===== src/rtl/async_mem_seq.sv =====
module async_mem_seq #(
  parameter int AW    = 24,
  parameter int DW    = 32,
  parameter int NBANK = 4,
  parameter int CW    = 4
) (
  input  logic                 clk,
  input  logic                 rst_n,
  input  logic [CW-1:0]        cfg_setup,
  input  logic [CW-1:0]        cfg_access,
  input  logic [CW-1:0]        cfg_hold,
  input  logic [CW-1:0]        cfg_trans,
  input  logic                 req_valid,
  output logic                 req_ready,
  input  logic                 req_write,
  input  logic [AW-1:0]        req_addr,
  input  logic [DW/8-1:0]      req_be,
  input  logic [DW-1:0]        req_wdata,
  output logic                 rsp_done,
  output logic [DW-1:0]        rsp_rdata,
  output logic [NBANK-1:0]     mem_bank_n,
  output logic [AW-1:0]        mem_addr,
  output logic [DW/8-1:0]      mem_be_n,
  output logic                 mem_oe_n,
  output logic                 mem_rd_n,
  output logic                 mem_wr_n,
  output logic [DW-1:0]        mem_data_out,
  output logic                 mem_data_oe,
  input  logic [DW-1:0]        mem_data_in
);
  localparam int BW  = DW / 8;
  localparam int BKW = (NBANK > 1) ? $clog2(NBANK) : 1;

  typedef enum logic [2:0] {IDLE, SETUP, ACC, HOLD, TRN} st_t;

  st_t           st, st_nx;
  logic [CW-1:0] cnt, cnt_nx;
  logic          wr_q;

  function automatic logic [CW-1:0] len1(input logic [CW-1:0] v);
    return (v == '0) ? '0 : v - 1'b1;
  endfunction

  wire last   = (cnt == '0);
  assign req_ready = (st == IDLE) || (st == TRN && last);
  wire accept = req_valid && req_ready;

  always_comb begin
    st_nx  = st;
    cnt_nx = last ? cnt : cnt - 1'b1;
    case (st)
      IDLE:  if (accept) begin st_nx = SETUP; cnt_nx = len1(cfg_setup); end
      SETUP: if (last) begin st_nx = ACC; cnt_nx = len1(cfg_access); end
      ACC:   if (last) begin st_nx = HOLD; cnt_nx = len1(cfg_hold); end
      HOLD:  if (last) begin
               if (!wr_q && cfg_trans != '0) begin st_nx = TRN; cnt_nx = cfg_trans - 1'b1; end
               else st_nx = IDLE;
             end
      TRN:   if (last) begin
               if (accept) begin st_nx = SETUP; cnt_nx = len1(cfg_setup); end
               else st_nx = IDLE;
             end
      default: st_nx = IDLE;
    endcase
  end

  wire [AW-1:0] addr_src = accept ? req_addr : mem_addr;
  wire          wr_src   = accept ? req_write : wr_q;
  wire          act_nx   = (st_nx == SETUP) || (st_nx == ACC) || (st_nx == HOLD);
  wire [NBANK-1:0] sel_nx = {{(NBANK-1){1'b0}}, 1'b1} << addr_src[AW-1 -: BKW];
  wire          sample   = (st == ACC) && last;

  always_ff @(posedge clk or negedge rst_n) begin
    if (!rst_n) begin
      st           <= IDLE;
      cnt          <= '0;
      wr_q         <= 1'b0;
      mem_addr     <= '0;
      mem_be_n     <= '1;
      mem_data_out <= '0;
      mem_bank_n   <= '1;
      mem_oe_n     <= 1'b1;
      mem_rd_n     <= 1'b1;
      mem_wr_n     <= 1'b1;
      mem_data_oe  <= 1'b0;
      rsp_done     <= 1'b0;
      rsp_rdata    <= '0;
    end else begin
      st  <= st_nx;
      cnt <= cnt_nx;
      if (accept) begin
        wr_q         <= req_write;
        mem_addr     <= req_addr;
        mem_be_n     <= ~req_be;
        mem_data_out <= req_wdata;
      end
      mem_bank_n  <= act_nx ? ~sel_nx : '1;
      mem_oe_n    <= !(act_nx && !wr_src);
      mem_rd_n    <= !(st_nx == ACC && !wr_src);
      mem_wr_n    <= !(st_nx == ACC && wr_src);
      mem_data_oe <= act_nx && wr_src;
      rsp_done    <= sample;
      if (sample && !wr_q) rsp_rdata <= mem_data_in;
    end
  end

  a_r2_oe_with_bank: assert property (@(posedge clk) disable iff (!rst_n)
    $fell(mem_oe_n) |-> ($past(mem_bank_n) == '1 && mem_bank_n != '1));
  a_r2_setup_before_strobe: assert property (@(posedge clk) disable iff (!rst_n)
    $fell(mem_rd_n) |-> !$past(mem_oe_n));
  a_r4_done_at_release: assert property (@(posedge clk) disable iff (!rst_n)
    rsp_done |-> ($rose(mem_rd_n) || $rose(mem_wr_n)));
  a_r8_no_oe_on_write: assert property (@(posedge clk) disable iff (!rst_n)
    (mem_data_oe |-> mem_oe_n) and !(!mem_rd_n && !mem_wr_n));
  a_r10_onehot_bank: assert property (@(posedge clk) disable iff (!rst_n)
    $onehot0(~mem_bank_n));
  a_r11_busy_no_ready: assert property (@(posedge clk) disable iff (!rst_n)
    (mem_bank_n != '1) |-> !req_ready);
  a_r11_accept_opens_cycle: assert property (@(posedge clk) disable iff (!rst_n)
    (req_valid && req_ready) |=> (mem_bank_n != '1));
endmodule


===== config.mk =====
export PLATFORM = sky130hd
export DESIGN_NAME = async_mem_seq
export DESIGN_NICKNAME = d
export VERILOG_FILES = /design/src/rtl/async_mem_seq.sv
export SDC_FILE = /design/constraint.sdc
export NUM_CORES = 1
export LEC_CHECK = 0
export ABC_CLOCK_PERIOD_IN_PS = 1900
export BUFFER_PORTS_ARGS = -buffer_cell sky130_fd_sc_hd__buf_2
export CAP_MARGIN = 20
export CORE_MARGIN = 4
export CORE_UTILIZATION = 43
export DETAILED_ROUTE_END_ITERATION = 8
export PLACE_DENSITY = 0.76
export SYNTH_ARGS = -nofsm -noshare
export SYNTH_HDL_FRONTEND = slang
export SYNTH_SLANG_ARGS = --single-unit

===== constraint.sdc =====
create_clock -name clk -period 1.9 [get_ports clk]
set_input_delay 0.095 -clock clk [delete_from_list [all_inputs] [get_ports clk]]
set_output_delay 0.095 -clock clk [all_outputs]
set_load 0.01 [all_outputs]

==> results.txt <==
The instance count along the most critical hold path is 5, and the share of Yosys cell area claimed by the top area cell type is 49.0%. The path depth of the worst reg2reg path works out to 11. The floorplan step defined a die boundary enclosing 0.0134 mm².

Number of global-route vias before repair: 5198. The number of distinct library cells after synthesis came out at 59. Counting flops with an async set or reset pin after synthesis yields a share of 100%.

For the total number of clock tree sinks, the log shows 109. After detailed routing, the average wire length per cell comes to 20.1 µm. At the worst endpoint, the arrival time is 2.31 ns. The number of nets in the synthesized netlist is 632. The minimum clock period after layout was 2.03 ns; the count of boundary I/O pins was 214.

The number of enable-type register cells in the synthesized netlist was 0; the max capacitance violation total was 0. Area occupied by registers: 0.00274 mm². The worst slew margin relative to its limit is 65.3%. The layout has 753 filler cells.

The initial utilization of the core area, before any placement, comes to 43.8%. Among all flip-flop cells after synthesis, the most frequent one is sky130_fd_sc_hd__dfrtp_1. The number of synthesis warnings is 0.

VDD sags by at most 1010 µV. The congestion estimate from routability-driven global placement came to 0.853. The number of cells on the critical path is 11, and the critical path required time is 2.18 ns. The pre-CTS setup slack came out at -0.154 ns. The critical path is of the reg2reg type. Measured along the y axis, the die boundary spans 116 µm.

Together, buffers and inverters on the worst path number 4. The first global-routing pass estimated 25800 µm of wire. Count of buffers inserted at the top-level ports: 213. Derived from the worst setup path, the maximum achievable clock frequency is 0.492 GHz. The type of element capturing the critical path is a flop. The clock tree root driver cell is sky130_fd_sc_hd__clkbuf_16. Of the available clock period, the critical path in the final layout requires 107%. The pre-antenna-repair detailed-routing pass consisted of 5 iterations. The maximum cell stage delay along the critical path was 0.46 ns. The routed layout has 5399 vias. Of all nets on the critical path, the largest fanout is 8. The first routing iteration left 496 violations. Setup repair after global routing could not meet its margin everywhere.

The clock arrives with 0.0118 ns of skew. Adding up every negative setup slack in the final design gives -2.08 ns. The slowest stage of the critical path is the sky130_fd_sc_hd__or3b_4 cell.

The run gives 4.45 nW as the static leakage. In this run the cell area measured after placement is 0.00646 mm². The run gives 20300 µm as the overall routed net length. In this run the core area contains 39 standard-cell rows. The final reports fail on negative setup slack. The core outline area came out at 0.0114 mm². The largest net degree at the start of global routing was 47. After clock tree synthesis, the clock-pin slew on the worst setup and hold paths is 0.08 ns.

The average instance area after synthesis is 9.79 µm², and the combined area of the multi-input logic cells is 0.00244 mm². The tools report the worst slack on hold paths as 0.128 ns. In the routed design, unresolved DRC markers number 0. The clock passes through at most 2 buffers. Traced cell by cell, the critical path runs through inv_2 -> ha_4 -> or3b_4 -> nand2_4 -> nand2_4 -> inv_4 -> buf_12 -> and2_4 -> buf_6 -> nand2_1 -> nand2_1. The leading cell type in the layout, fill and taps excluded was sky130_fd_sc_hd__buf_2. The post-layout utilization of the core is 73.5%. The overall fraction of global-route tracks in use was 24.9%; the power per cell area was 1430 mW/mm². Once detail routing completed, the nets flagged for antenna violations numbered 0.

For the leftover overflow at the end of global routing, the log shows 0. The flow ran to the end, but the final reports show violations. The logs give -0.134 ns for the setup slack of the critical path after layout and 981 for the number of nets in the layout. In this run the cell area of the synthesized design comes to 0.00500 mm². The number of non-filler instances in the completed layout is 1009, and the vias per cell is 5.35. The run gives 0 as the number of antenna violations at the first check in global routing.

The top cell family by delay on the critical path was simple AND/OR/NAND/NOR gates. Of all cell types, the one taking the most synthesized area is sky130_fd_sc_hd__dfrtp_1. Placed wire-length estimate after detailed placement: 10400 µm.

The run gives 878 as the number of placed cells counting well taps. TritonCTS built the clock tree. For the hold violation count in the final report, the log shows 0. Pin slew with the least headroom to its limit: 0.521 ns.

The share of final-layout standard cells stronger than drive strength 1 was 47.2%. The later pin in the worst-skew pair is clocked with a latency of 0.36 ns. The logs give 3 for the maximum level of the CTS H-tree and 0 for the number of pins with negative max-slew slack in the final report. With fillers left out, the area of the finished cells amounts to 0.00839 mm².

The tools report the power after layout as 12.0 mW. The top cell types in the final layout, fill and taps aside, are sky130_fd_sc_hd__buf_2 (211), sky130_fd_sc_hd__nand2_1 (131), sky130_fd_sc_hd__dfrtp_1 (98). The run gives 9 as the CTS buffer count. The min-delay analysis places its worst path in the category in2reg. Compared with the post-synthesis result, the final layout area differs by 67.6%. In this run, synthesis produced a sequential element count of 109. The critical path startpoint category is a flop. Setup violations remaining at the end of the flow were counted as 48.

The die span in x was 116 µm; the instance count of the mapped netlist was 511. For this run, the register share of the synthesized area comes to 54.8%. Ranked by total cell area, the synthesized netlist is headed by sky130_fd_sc_hd__dfrtp_1 (49%), sky130_fd_sc_hd__nand2_1 (14%), sky130_fd_sc_hd__mux2_2 (7.2%).
-- Yosys cell counts, types with 4 or more instances --
library cell and n:
sky130_fd_sc_hd__a21oi_1 7, sky130_fd_sc_hd__nor2_1 14, sky130_fd_sc_hd__buf_4 8, sky130_fd_sc_hd__nor3b_1 6, sky130_fd_sc_hd__clkbuf_1 10, sky130_fd_sc_hd__dfrtp_1 98
sky130_fd_sc_hd__mux2_2 32, sky130_fd_sc_hd__nand2b_1 4, sky130_fd_sc_hd__o21ai_0 19, sky130_fd_sc_hd__a31oi_1 5, sky130_fd_sc_hd__o211ai_1 4, sky130_fd_sc_hd__nor3_1 9
sky130_fd_sc_hd__nand3_1 6, sky130_fd_sc_hd__dfstp_2 11, sky130_fd_sc_hd__nand2_1 185, sky130_fd_sc_hd__ha_1 9, sky130_fd_sc_hd__inv_1 18
-- kinds of logic (layout without fill, tap and decap cells) --
group	count (synthesis)	after routing	share of synthesized area, %
AO/OA/AOI/OAI	59	59	7.65
XOR/XNOR	4	4	0.700
adder cells (fa/ha/maj)	10	10	2.45
buffers and inverters	45	398	4.90
flip-flops	109	109	54.8
multiplexers	36	36	8.03
other	0	1	0
AND/OR/NAND/NOR	248	249	21.5
-- metal layers --
metal	routed length, µm	GRT usage, %
met5	0	0
met1	7460	28.5
met4	988	12.0
met3	1640	5.27
met2	10200	44.1
-- state kept, by name (all words and copies together), names as in the netlist --
| name | flops |
|---|---|
| cnt | 4 |
| mem_wr_n | 1 |
| mem_rd_n | 1 |
| mem_data_out | 32 |
| mem_bank_n | 4 |
| mem_data_oe | 1 |
| mem_addr | 24 |
| st | 3 |
| wr_q | 1 |
| rsp_done | 1 |
| mem_oe_n | 1 |
| mem_be_n | 4 |
| rsp_rdata | 32 |
-- where the power goes --
group / switching (mW) / leakage [nW] / internal (mW)
sequential: 0.709 / 1.37 / 3.43
clock: 0.900 / 0.140 / 0.975
combinational: 3.15 / 2.93 / 2.85
total: 4.76 / 4.45 / 7.26
-- final cells by class --
cell class	instances	share of cell area [%]
Antenna cell	1	0.0298
Clock buffer	11	3.01
Clock inverter	5	0.477
Inverter	19	0.880
Multi-Input combinational cell	358	29.0
Sequential cell	109	32.7
Tap cell	143	2.13
Timing Repair Buffer	363	31.8
-- tightest hold or removal path, cell delays in order --
cell                      delay [ns]
sky130_fd_sc_hd__buf_2          0.10
sky130_fd_sc_hd__mux2i_2        0.07
sky130_fd_sc_hd__inv_1          0.08
sky130_fd_sc_hd__buf_6          0.10
sky130_fd_sc_hd__nand2_2        0.03
-- final timing paths --
path                                          to  slack (ns)        start
worst max-delay path            mem_data_out[29]       -0.13       cnt[0]
worst min-delay path                    mem_wr_n        0.13    req_write
worst max register to register  mem_data_out[29]       -0.13       cnt[0]
worst min register to register       mem_addr[5]        0.48  mem_addr[5]
max in group asynchronous               mem_oe_n        0.98        rst_n
min in group asynchronous       mem_data_out[15]        0.26        rst_n
-- repair_timing --
item                                    in CTS  in global routing
cloned                                       1                  9
resized for setup                            7                112
pin swaps                                    6                 34
hold buffers                                93                  0
hold endpoints to repair                   123                  0
endpoints found under the setup margin      97                 91
setup buffers                                6                  8
(Power assumes the default switching activity.)
